## src/rtl/awu_pkg.sv

```systemverilog
package awu_pkg;
  localparam int unsigned ADDR_W = 32;
  localparam int unsigned HALF_W = 16;
  localparam int unsigned TGT_W  = 4;
  localparam int unsigned ATTR_W = 8;

  typedef enum logic [1:0] {
    SLOT_CTRL     = 2'd0,
    SLOT_BASE     = 2'd1,
    SLOT_REMAP_LO = 2'd2,
    SLOT_REMAP_HI = 2'd3
  } slot_e;

  typedef struct packed {
    logic [HALF_W-1:0] size_hi;
    logic [ATTR_W-1:0] attr;
    logic [TGT_W-1:0]  target;
    logic              en;
    logic [HALF_W-1:0] base_hi;
  } win_cfg_t;

  // Upper-half compare with a 64 KB granular size mask.
  function automatic logic win_hits(input logic [ADDR_W-1:0] addr, input win_cfg_t c);
    logic [HALF_W-1:0] diff;
    diff = (addr[ADDR_W-1:HALF_W] ^ c.base_hi) & ~c.size_hi;
    return c.en && (diff == '0);
  endfunction

  // Replace the upper half, keep the 64 KB offset.
  function automatic logic [ADDR_W-1:0] xlat(input logic [ADDR_W-1:0] addr,
                                             input logic [HALF_W-1:0] new_hi);
    return {new_hi, addr[HALF_W-1:0]};
  endfunction

  function automatic logic [ADDR_W-1:0] ctrl_word(input win_cfg_t c);
    return {c.size_hi, c.attr, c.target, 3'b000, c.en};
  endfunction
endpackage

```

## src/rtl/awu_regs.sv

```systemverilog
module awu_regs
  import awu_pkg::*;
#(
  parameter int NUM_WIN   = 8,
  parameter int NUM_REMAP = 2,
  parameter int REG_AW    = 8,
  localparam int WIN_W    = $clog2(NUM_WIN),
  localparam int SLOT_W   = REG_AW - 4
) (
  input  logic                clk,
  input  logic                rst_n,
  input  logic                reg_we,
  input  logic [REG_AW-1:0]   reg_addr,
  input  logic [ADDR_W-1:0]   reg_wdata,
  output logic [ADDR_W-1:0]   reg_rdata,
  output win_cfg_t            cfg_o   [NUM_WIN],
  output logic [HALF_W-1:0]   remap_o [NUM_WIN],
  output logic [NUM_WIN-1:0]  en_vec_o
);
  logic [SLOT_W-1:0] slot_idx;
  logic              slot_ok;
  slot_e             kind;
  logic [WIN_W-1:0]  rd_win;
  logic              unused_addr_bits;
  logic              unused_wdata_bits;

  assign slot_idx = reg_addr[REG_AW-1:4];
  assign slot_ok  = int'(slot_idx) < NUM_WIN;
  assign kind     = slot_e'(reg_addr[3:2]);
  assign rd_win   = slot_idx[WIN_W-1:0];
  assign unused_addr_bits  = ^reg_addr[1:0];
  assign unused_wdata_bits = ^reg_wdata[3:1];

  for (genvar w = 0; w < NUM_WIN; w++) begin : g_win
    logic     wr_sel;
    win_cfg_t cfg_q;

    assign wr_sel = reg_we && slot_ok && (int'(slot_idx) == w);

    always_ff @(posedge clk or negedge rst_n) begin
      if (!rst_n) begin
        cfg_q <= '0;
      end else if (wr_sel) begin
        if (kind == SLOT_CTRL) begin
          cfg_q.size_hi <= reg_wdata[31:16];
          cfg_q.attr    <= reg_wdata[15:8];
          cfg_q.target  <= reg_wdata[7:4];
          cfg_q.en      <= reg_wdata[0];
        end else if (kind == SLOT_BASE) begin
          cfg_q.base_hi <= reg_wdata[31:16];
        end
      end
    end

    assign cfg_o[w]    = cfg_q;
    assign en_vec_o[w] = cfg_q.en;

    if (w < NUM_REMAP) begin : g_remap
      logic [HALF_W-1:0] remap_q;
      always_ff @(posedge clk or negedge rst_n) begin
        if (!rst_n)
          remap_q <= '0;
        else if (wr_sel && kind == SLOT_REMAP_LO)
          remap_q <= reg_wdata[31:16];
      end
      assign remap_o[w] = remap_q;
    end else begin : g_flat
      assign remap_o[w] = '0;
    end
  end

  always_comb begin
    reg_rdata = '0;
    if (slot_ok) begin
      unique case (kind)
        SLOT_CTRL:     reg_rdata = ctrl_word(cfg_o[rd_win]);
        SLOT_BASE:     reg_rdata = {cfg_o[rd_win].base_hi, 16'h0000};
        SLOT_REMAP_LO: reg_rdata = {remap_o[rd_win], 16'h0000};
        SLOT_REMAP_HI: reg_rdata = '0;
        default:       reg_rdata = '0;
      endcase
    end
  end
endmodule

```

## src/rtl/awu_match.sv

```systemverilog
module awu_match
  import awu_pkg::*;
#(
  parameter int NUM_WIN = 8
) (
  input  logic [ADDR_W-1:0]  req_addr,
  input  win_cfg_t           cfg_i [NUM_WIN],
  output logic [NUM_WIN-1:0] match_vec
);
  for (genvar w = 0; w < NUM_WIN; w++) begin : g_cmp
    assign match_vec[w] = win_hits(req_addr, cfg_i[w]);
  end
endmodule

```

## src/rtl/awu_select.sv

```systemverilog
module awu_select
  import awu_pkg::*;
#(
  parameter int NUM_WIN   = 8,
  parameter int NUM_REMAP = 2,
  localparam int WIN_W    = $clog2(NUM_WIN)
) (
  input  logic [ADDR_W-1:0]  req_addr,
  input  logic [NUM_WIN-1:0] match_vec,
  input  win_cfg_t           cfg_i   [NUM_WIN],
  input  logic [HALF_W-1:0]  remap_i [NUM_WIN],
  output logic [NUM_WIN-1:0] grant_vec,
  output logic               hit,
  output logic [WIN_W-1:0]   win_idx,
  output logic [TGT_W-1:0]   target,
  output logic [ATTR_W-1:0]  attr,
  output logic [ADDR_W-1:0]  out_addr
);
  // Scan from the top so the lowest matching index is written last.
  always_comb begin
    grant_vec = '0;
    hit       = 1'b0;
    win_idx   = '0;
    target    = '0;
    attr      = '0;
    out_addr  = req_addr;
    for (int w = NUM_WIN - 1; w >= 0; w--) begin
      if (match_vec[w]) begin
        grant_vec    = '0;
        grant_vec[w] = 1'b1;
        hit          = 1'b1;
        win_idx      = WIN_W'(w);
        target       = cfg_i[w].target;
        attr         = cfg_i[w].attr;
        out_addr     = (w < NUM_REMAP) ? xlat(req_addr, remap_i[w]) : req_addr;
      end
    end
  end
endmodule

```

## src/rtl/addr_window_unit.sv

```systemverilog
module addr_window_unit
  import awu_pkg::*;
#(
  parameter int NUM_WIN   = 8,
  parameter int NUM_REMAP = 2,
  parameter int REG_AW    = 8,
  localparam int WIN_W    = $clog2(NUM_WIN)
) (
  input  logic              clk,
  input  logic              rst_n,
  input  logic              reg_we,
  input  logic [REG_AW-1:0] reg_addr,
  input  logic [31:0]       reg_wdata,
  output logic [31:0]       reg_rdata,
  input  logic              req_valid,
  input  logic [31:0]       req_addr,
  output logic              rsp_valid,
  output logic              rsp_hit,
  output logic              rsp_err,
  output logic [WIN_W-1:0]  rsp_win,
  output logic [3:0]        rsp_target,
  output logic [7:0]        rsp_attr,
  output logic [31:0]       rsp_addr
);
  win_cfg_t            cfg     [NUM_WIN];
  logic [HALF_W-1:0]   remap   [NUM_WIN];
  logic [NUM_WIN-1:0]  en_vec;
  logic [NUM_WIN-1:0]  match_vec;
  logic [NUM_WIN-1:0]  grant_vec;
  logic                sel_hit;
  logic [WIN_W-1:0]    sel_win;
  logic [TGT_W-1:0]    sel_target;
  logic [ATTR_W-1:0]   sel_attr;
  logic [ADDR_W-1:0]   sel_addr;

  awu_regs #(.NUM_WIN(NUM_WIN), .NUM_REMAP(NUM_REMAP), .REG_AW(REG_AW)) u_regs (
    .clk       (clk),
    .rst_n     (rst_n),
    .reg_we    (reg_we),
    .reg_addr  (reg_addr),
    .reg_wdata (reg_wdata),
    .reg_rdata (reg_rdata),
    .cfg_o     (cfg),
    .remap_o   (remap),
    .en_vec_o  (en_vec)
  );

  awu_match #(.NUM_WIN(NUM_WIN)) u_match (
    .req_addr  (req_addr),
    .cfg_i     (cfg),
    .match_vec (match_vec)
  );

  awu_select #(.NUM_WIN(NUM_WIN), .NUM_REMAP(NUM_REMAP)) u_select (
    .req_addr  (req_addr),
    .match_vec (match_vec),
    .cfg_i     (cfg),
    .remap_i   (remap),
    .grant_vec (grant_vec),
    .hit       (sel_hit),
    .win_idx   (sel_win),
    .target    (sel_target),
    .attr      (sel_attr),
    .out_addr  (sel_addr)
  );

  always_ff @(posedge clk or negedge rst_n) begin
    if (!rst_n) begin
      rsp_valid  <= 1'b0;
      rsp_hit    <= 1'b0;
      rsp_err    <= 1'b0;
      rsp_win    <= '0;
      rsp_target <= '0;
      rsp_attr   <= '0;
      rsp_addr   <= '0;
    end else begin
      rsp_valid <= req_valid;
      rsp_hit   <= req_valid & sel_hit;
      rsp_err   <= req_valid & ~sel_hit;
      if (req_valid) begin
        rsp_win    <= sel_win;
        rsp_target <= sel_target;
        rsp_attr   <= sel_attr;
        rsp_addr   <= sel_addr;
      end
    end
  end
endmodule

```

## config.mk

```make
export PLATFORM = sky130hd
export DESIGN_NAME = addr_window_unit
export DESIGN_NICKNAME = d
export VERILOG_FILES = /design/src/rtl/awu_pkg.sv /design/src/rtl/awu_regs.sv /design/src/rtl/awu_match.sv /design/src/rtl/awu_select.sv /design/src/rtl/addr_window_unit.sv
export SDC_FILE = /design/constraint.sdc
export NUM_CORES = 1
export LEC_CHECK = 0
export BUFFER_PORTS_ARGS = -buffer_cell sky130_fd_sc_hd__buf_2
export CAP_MARGIN = 10
export CORE_MARGIN = 2
export CORE_UTILIZATION = 55
export DETAILED_ROUTE_END_ITERATION = 10
export GPL_TIMING_DRIVEN = 1
export PLACE_DENSITY = 0.85
export REMOVE_ABC_BUFFERS = 1
export SYNTH_ARGS = -nofsm -noshare
export SYNTH_HDL_FRONTEND = slang
export SYNTH_SLANG_ARGS = --single-unit
```

## constraint.sdc

```tcl
create_clock -name clk -period 2 [get_ports clk]
set_input_delay 0 -clock clk [delete_from_list [all_inputs] [get_ports clk]]
set_output_delay 0 -clock clk [all_outputs]
set_load 0.02 [all_outputs]
```

=== Word level (Yosys, flattened, before mapping) ===
Index checks and enable logic that the tools add are counted.
Widths: inputs -> output; s select.

* Input bits: 76
* Bits in registers: 442
* Logic and storage cells: 177
* Output and inout port bits: 82

* Eq/ne operators: 10
* $lt $le $gt $ge: 2
* Mux-type cells: 42
* Reductions and logical operators: 45
* Bitwise logic cells: 29

{| class="wikitable"
|+ Operators with widths
! cell !! number
|-
| $bmux 45 s3 || 1
|-
| $and 16x16->16 || 8
|-
| $logic_not 16->1 || 8
|-
| $not 16->16 || 8
|-
| $pmux 32 s4 || 1
|-
| $xor 16x16->16 || 8
|-
| $mux 32 || 3
|-
| $mux 45 || 2
|-
| $mux 8 || 8
|-
| $bmux 16 s3 || 1
|-
| $mux 16 || 2
|-
| $mux 4 || 8
|-
| $mux 3 || 8
|-
| $reduce_and 3->1 || 8
|-
| $logic_and 1x1->1 || 19
|-
| $eq 4x4->1 const B || 4
|-
| $reduce_and 2->1 || 8
|-
| $eq 4x3->1 const B || 2
|-
| $mux 1 || 8
|-
| $eq 2x2->1 const B || 2
|-
| $eq 4x2->1 const B || 1
|-
| $ge 4x4->1 const B || 1
|-
| $logic_not 4->1 || 1
|-
| $lt 4x4->1 const B || 1
|-
| 5 further kinds || 7
|}

=== Longest topological paths before layout ===
Gate-level depths: netlist of run 1.

* Depth in word-level cells: 14
* Depth in mapped cells: 10
* Gate-level depth less buffers: 7

=== Modules after synthesis ===
From an unflattened synthesis of run 1, not the netlist that was laid out.

* Cell total of the unflattened synthesis: 1814
* Area total of the unflattened synthesis: 24046.8 um^2

{| class="wikitable"
|+ By module, submodules not included
! module !! area each (um^2) !! sequential area each (um^2) !! instances !! cells an instance
|-
| awu_regs || 18894.4 || 9809.4 || 1 || 1285
|-
| awu_match || 1888.1 || 0.0 || 1 || 248
|-
| addr_window_unit || 1868.0 || 1251.2 || 1 || 104
|-
| awu_select || 1396.3 || 0.0 || 1 || 177
|}

=== Worst setup path before layout of run 1 ===
OpenSTA, ideal clock, no wires.

* Path kind: register to register
* From: register u_regs.g_win[3].cfg_q (netlist bit u_regs.cfg_o[191])
* To: register rsp_attr[6]
* Clock period less this slack: 2.024 ns
* Arrival: 1.882 ns
* Cell stages (with the launch flop): 10
* Setup time: 0.142 ns
* Path buffers: 2
* Required time: 1.858 ns
* Path slack: -0.024 ns
* Path through: dfrtp_1 -> xnor2_1 -> o22ai_1 -> nor4_4 -> and3_1 -> buf_2 -> buf_4 -> nor3b_1 -> a211oi_1 -> o221ai_1

* Longest elaborated chain between the ends: 8

{| class="wikitable"
|+ RTL lines
! item !! RTL line !! RTL
|-
| from (decl) || awu_regs.sv:36 || <nowiki>win_cfg_t cfg_q;</nowiki>
|-
| $xor 16x16->16 || awu_pkg.sv:25 || <nowiki>diff = (addr[ADDR_W-1:HALF_W] ^ c.base_hi) & ~c.size_hi;</nowiki>
|-
| $and 16x16->16 || awu_pkg.sv:25 ||
|-
| $logic_not 16->1 || awu_pkg.sv:26 || <nowiki>return c.en && (diff == '0);</nowiki>
|-
| $logic_and 1x1->1 || awu_pkg.sv:26 ||
|-
| $mux 8 (4 in a row) || awu_select.sv:28 || <nowiki>if (match_vec[w]) begin</nowiki>
|-
| to (signal assigned) || addr_window_unit.sv:83 || <nowiki>rsp_attr <= sel_attr;</nowiki>
|-
| to (decl) || addr_window_unit.sv:22 || <nowiki>output logic [7:0] rsp_attr,</nowiki>
|}

No other way between the ends.
A chain may end at the register's enable or synchronous reset.

=== Final worst setup path of run 1 ===
* From: register u_regs.g_win[6].cfg_q (netlist bit u_regs.cfg_o[49])
* To: register rsp_attr[7]

* Longest elaborated chain between the ends: 11

{| class="wikitable"
|+ RTL lines
! item !! RTL line
|-
| from (decl) || awu_regs.sv:36
|-
| $xor 16x16->16 || awu_pkg.sv:25
|-
| $and 16x16->16 || awu_pkg.sv:25
|-
| $logic_not 16->1 || awu_pkg.sv:26
|-
| $logic_and 1x1->1 || awu_pkg.sv:26
|-
| $mux 8 (7 in a row) || awu_select.sv:28
|}

No other way between the ends.

==> results.toml, run 1 <==
[outcome]
status = "complete, but fails checks"
violations = "DRC, setup timing"

[detailed_routing]
drt-total-wl_um = 87400
dr.pass1.iters = 9
wl_per_cell_um = 31.8
drc = 2
routed_via_density = 7.00
drtIter0Drc = 2600
postRouteAntennaNets = 0
vias = 19200

[final_layout]
multiInputGateArea_sq_mm = 0.0121
area_growth_pct = 31.5
final-seq-area_sq_mm = 0.0111
fin_util_pct = 73.4
fillers = 2303
fin_area_sq_mm = 0.0301
stdcell_count = 2747
nets = 2251
drive_above_1_share_pct = 50.1

[min_path]
hold_class = "primary input to register"

[power]
p_leak_nw = 14.0
power_mw = 26.3
peakVddDrop_v = 0.000793
p_per_area_mw_per_mm2 = 873

[sta]
final-hold-violation-count = 0
drv_slew = 0
relSlewSlack_pct = 39.0
worst_slew_pin_slew_ns = 0.908
min_period_ns = 3.15
period_share_pct = 157
setup_viol = 53
whs_ns = 0.0893
fmax_mhz = 317
fin_skew_ns = 0.0334
fin_ws_ns = -1.15
rsz0062_at_grt = "true"

[global_route]
antenna_found_initial = 6
grt_pass1_vias = 19600
grt_pass1_wl_um = 119000
grt_max_degree = 69
overflow = 0
grtUsageTotal_pct = 36.3

[clock_tree]
cts_buffers = 47
htree_levels = 2
path_clk_slew_ns = 0.07
clockBufferDepth = 3
cts_root_buffer = "clkbuf_16"
clock_latency_ns = 0.63
clock-sinks = 442
cts_tree = "built"

[yosys]
synth_compound_area_share_pct = 6.01
synthMuxAreaShare_pct = 32.8
synth_xor_area_share_pct = 4.93
synth_area_sq_mm = 0.0229
ys_seq_elements = 442
syn_avg_cell_area_sq_um = 13.2
synthSimpleGateAreaFrac_pct = 4.59
async_reset_ff_share_pct = 100
synth_top_family_by_area = "multiplexers"
synth_top_flop_cell = "dfrtp_1"
synth_top_area_share_pct = 48.3
synth_fa_ha_area_share_pct = 0
yosys-top-cells-area = "dfrtp_1, mux2_2, mux4_2"
synth-edff-count = 0
ys_seq_area_share_pct = 48.3
synthDistinctLibCells = 55
yosysTopAreaCell = "dfrtp_1"
syn_inst = 1730
yosys_warnings = 0

[floorplan]
fp.dieH_um = 208
start_util_pct = 55.9
dieWidth_um = 208
coreArea_sq_mm = 0.0410
ios = 158
die-area_sq_mm = 0.0433
rows = 74

[run]
drv_cap = 0

[placement]
gp_congestion = 0.956
io_buffer_count = 149
dp.cells = 2558
dp_hpwl_um = 49800
placed_area_sq_mm = 0.0263

[worst_setup_path]
worst_setup_path_end_kind = "register"
arrival_ns = 3.64
cp.required_ns = 2.49
path_max_fanout = 6
cp-start-kind = "register"
path_class = "register to register"
[registers in the layout (all words and copies together), names as in the netlist]
register                      cells
rsp_addr                         32
rsp_attr                          8
rsp_err                           1
rsp_hit                           1
rsp_target                        4
rsp_valid                         1
rsp_win                           3
u_regs.cfg_o                    360
u_regs.g_win.g_remap.remap_q     32
[layout make-up]
cell class,count,share of cell area (%)
antenna,4,0.0332
clock buffer,69,4.61
clock inverter,16,0.731
inverter,37,0.461
multi-input combinational,1116,40.1
sequential,442,36.7
tap,532,2.21
timing repair buffer,531,15.1
[through the flow]
| step | setup slack, ns | setup TNS [ns] |
|---|---|---|
| 2_1_floorplan | -1.52 | -134.12 |
| 3_3_place_gp | -0.524 | -15.90 |
| 3_5_place_dp | -0.550 | -16.51 |
| 4_1_cts | -0.399 | -16.46 |
| 5_1_grt | -1.11 | -32.27 |
| 6_report | -1.15 | -31.32 |
[per-layer routing]
layer | wire (um) | GRT usage (%) | vias to the layer above
li1 | - | - | 7307
met1 | 28600 | 44.3 | 9504
met2 | 39800 | 56.9 | 1768
met3 | 11000 | 9.69 | 639
met4 | 7880 | 24.8 | 8
met5 | 53 | 0 | -
[power by group]
group	total (mW)	switching, mW	internal, mW
Combinational	5.67	2.77	2.90
Sequential	11.2	1.13	10.1
Clock	9.42	3.96	5.46
[cell usage in the layout, fill, tap and decap left out, drive strengths merged, types with 2 or more instances in the layout]
cell         synthesis  routed
o311ai              11      11
mux2i               30      30
dfrtp              442     442
nor2                53      53
mux2               460     460
o22a                 2       2
o22ai               55      55
buf                 65     474
nor3b                6       6
nor3                 9       9
o31ai                2       2
or3                  3       3
mux4                90      90
clkbuf              72      75
a31oi                6       6
o21ai               38      38
nand3               15      15
a21oi               34      34
o211a                7       7
a211oi               4       4
nand2b               4       4
dlygate4sd3          0      51
and3                14      14
xnor2              128     128
diode                0       4
clkinv               0       7
and2                 8       8
or2                  5       5
conb                 1       3
nand2               41      41
bufinv               0       5
inv                 37      41
a22oi               16      16
o221ai              23      23
nor2b                6       6
nand4               25      25
o2111ai              2       2
nor4                 8       8
[cells by family after synthesis]
kind of cell | count (synthesis)
AOI/OAI and AO/OA | 207
xor gates and xnor gates | 128
buffers and inverters | 174
DFF | 442
muxes | 580
other | 1
and+or+nand+nor | 198
[cell usage after synthesis (10+ instances only)]
master,count
a21oi_1,34
a22oi_1,16
and3_1,14
buf_1,10
buf_2,36
buf_4,15
clkbuf_1,72
dfrtp_1,442
inv_1,37
mux2_1,152
mux2_2,308
mux2i_1,30
mux4_2,90
nand2_1,41
nand3_1,14
nand4_1,25
nor2_1,52
o21ai_0,30
o221ai_1,23
o22ai_1,55
xnor2_1,127
[final timing paths]
path                             startpoint                                 end  slack [ns]  depth (start not counted)
setup reg to reg           u_regs.cfg_o[49]                         rsp_attr[7]       -1.15                         10
min in group asynchronous             rst_n                   u_regs.cfg_o[255]        0.10                          3
hold / removal                 req_addr[30]                        rsp_addr[30]        0.09                          4
hold reg to reg                 rsp_addr[1]                         rsp_addr[1]        0.50                          1
setup / recovery           u_regs.cfg_o[49]                         rsp_attr[7]       -1.15                         10
max in group asynchronous             rst_n  u_regs.g_win[0].g_remap.remap_q[0]        1.43                          4
[repair_timing]
item                                    CTS  global route
setup buffers                            11            34
cloned                                    4             5
resized for setup                        66           200
hold buffers                             52             0
hold endpoints to repair                814             0
endpoints found under the setup margin   49            53
pin swaps                                34            84
[critical path: stages (launching register included)]
cell and delay [ns]:
dfrtp_1 0.40, xnor2_1 0.72, o22ai_2 0.28, nor4_4 0.41, buf_4 0.19, buf_6 0.13, buf_8 0.13, nand4_1 0.17
o311ai_2 0.18, a31oi_1 0.16, o221ai_1 0.26
No activity file was read; power rests on OpenSTA's default activity.
==> inputs of run 2 (changes only) <==
--- a/config.mk
+++ b/config.mk
@@ -5,12 +5,13 @@
 export SDC_FILE = /design/constraint.sdc
 export NUM_CORES = 1
 export LEC_CHECK = 0
-export BUFFER_PORTS_ARGS = -buffer_cell sky130_fd_sc_hd__buf_2
+export BUFFER_PORTS_ARGS = -buffer_cell sky130_fd_sc_hd__buf_4
 export CAP_MARGIN = 10
 export CORE_MARGIN = 2
 export CORE_UTILIZATION = 55
 export DETAILED_ROUTE_END_ITERATION = 10
 export GPL_TIMING_DRIVEN = 1
+export HOLD_SLACK_MARGIN = 0.06
 export PLACE_DENSITY = 0.85
 export REMOVE_ABC_BUFFERS = 1
 export SYNTH_ARGS = -nofsm -noshare
==> results.toml, run 2 (synthesized netlist as in run 1, its figures left out) <==
[outcome]
status = "complete, but fails checks"
violations = "setup timing"

[sta]
rsz0062_at_grt = "true"
whs_ns = 0.0593
final-hold-violation-count = 0
min_period_ns = 2.50
relSlewSlack_pct = 55.2
drv_slew = 0
period_share_pct = 125
worst_slew_pin_slew_ns = 0.670
fin_tns_setup_ns = -18.03
fin_ws_ns = -0.502
fin_skew_ns = 0.0250
setup_viol = 49
fmax_mhz = 400

[worst_setup_path]
worst_r2r_endpoint = "rsp_attr[3]"
ff2ff_path_depth = 8
path_max_fanout = 15
crit_start = "u_regs.cfg_o[3]"
cp_slowest_cell = "o311ai_0"
cp-start-kind = "register"
worst_setup_path_end_kind = "register"
cpPeakStageDelay_ns = 0.41
arrival_ns = 3.00
crit_family = "compound AO/OA/AOI/OAI gates"
rrSetupSlack_ns = -0.50
cp_cell_sequence = "xnor2_1 > o22ai_1 > nor4_1 > nand3_1 > buf_12 > o311ai_0 > a211oi_1 > o221ai_1"
r2r-start = "u_regs.cfg_o[3]"
path_class = "register to register"
cp.required_ns = 2.49
worst-path-buf-inv = 1

[detailed_routing]
postRouteAntennaNets = 0
wl_per_cell_um = 29.7
drt-total-wl_um = 81700
drc = 0
vias = 18400
dr.pass1.iters = 8
routed_via_density = 6.69
drtIter0Drc = 1959

[min_path]
min_to = "rsp_addr[28]"
hold_class = "primary input to register"
holdCritStartpoint = "req_addr[28]"
min_path_cells = 5

[power]
p_sw_share_pct = 29.3
seqPwrFrac_pct = 43.7
p_switching_mw = 7.49
peakVddDrop_v = 0.000653
power_frac_comb_pct = 22.4
p_per_area_mw_per_mm2 = 842
power_mw = 25.6
p_leak_nw = 14.0
clkPwrFrac_pct = 33.9
power.internal_mw = 18.1

[final_layout]
nets = 2260
drive_above_1_share_pct = 50.8
fillers = 2290
antenna_cells = 0
largest_reg_flops = 360
final-seq-area_sq_mm = 0.0111
multiInputGateArea_sq_mm = 0.0121
mostFrequentLayoutCells = "dfrtp_1, buf_4, mux2_2"
fin_util_pct = 74.1
final_common_cell = "dfrtp_1"
area_growth_pct = 32.6

[floorplan]
start_util_pct = 55.9
dieWidth_um = 208
ios = 158
rows = 74
coreArea_sq_mm = 0.0410
fp.dieH_um = 208
die-area_sq_mm = 0.0433

[global_route]
grt_pass1_vias = 19300
overflow = 0
grtUsageTotal_pct = 35.6
grt_pass1_wl_um = 117000
antenna_found_initial = 1
grt_max_degree = 96

[placement]
gp_congestion = 0.947
io_buffer_count = 149
dp_hpwl_um = 50000

[clock_tree]
htree_levels = 2
path_clk_slew_ns = 0.06
clock-sinks = 442
clockBufferDepth = 3
cts_root_buffer = "clkbuf_16"
cts_tree = "built"
cts_buffers = 47
clock_latency_ns = 0.60

[run]
drv_cap = 0
[run 2: changes by cell type in the layout (fill, tap and decap cells not counted), moves of 6 or more]
cell / delta
and3_1: -8
and3_4: +8
buf_2: -127
buf_4: +132
mux2_2: +7
mux2_4: -7
nor2_1: -7
nor2_4: +7
xnor2_2: +6
[run 2: layout make-up]
class / instances / share of cell area (%)
multi-input cells: 1116 / 39.8
clock inverters: 7 / 0.124
clock buffers: 75 / 4.79
flip-flops and latches: 442 / 36.4
inverters: 37 / 0.457
repair buffers: 540 / 16.2
well taps: 532 / 2.19
[run 2: timing repair]
item | CTS | global route
setup buffers | 23 | 21
hold endpoints to repair | 876 | 0
setup endpoints to repair | 50 | 50
pin swaps | 29 | 39
resized for setup | 105 | 141
gates cloned | 1 | 3
hold buffers | 57 | 0
[run 2: worst max-delay path by stage]
| stage | slack (ns) | depth (start not counted) | endpoint |
|---|---|---|---|
| 5_1_grt | -0.58 | 8 | rsp_attr[3] |
| 6_report | -0.50 | 8 | rsp_attr[3] |
| 4_1_cts | -0.36 | 6 | reg_rdata[24] |
| 3_3_place_gp | -0.43 | 9 | rsp_attr[3] |
| 2_1_floorplan | -1.52 | 5 | rsp_attr[0] |
| 3_5_place_dp | -0.50 | 10 | rsp_attr[3] |
[run 2: power groups by stage]
stage               clock, mW  sequential (mW)  combinational [mW]
floorplan                   0             10.9                2.48
global placement            0             11.1                4.64
detailed placement          0             11.2                4.81
CTS                      8.61             11.1                5.25
global route             9.07             11.3                5.95
finish                   8.66             11.2                5.73
[run 2: through the flow]
stage	std cells	area (sq um)	setup WS, ns
after CTS	2730	29500	-0.361
after global routing	2749	30400	-0.582
after global placement	2567	26700	-0.430
after detailed placement	2567	26700	-0.505
after floorplan	1595	22300	-1.52
final	2749	30400	-0.502
[run 2: worst register-to-register path, stage by stage, from the launching register on]
cell,delay (ns)
dfrtp_1,0.40
xnor2_1,0.24
o22ai_1,0.21
nor4_1,0.39
nand3_1,0.20
buf_12,0.21
o311ai_0,0.42
a211oi_1,0.14
o221ai_1,0.20
[run 2: per-layer routing]
layer	wire length [um]	track usage [%]	part of all wire (%)
met4	6520	22.7	8.0
met3	8790	8.94	11
met1	28400	44.1	35
met5	13	0	0.016
met2	37900	56.3	46
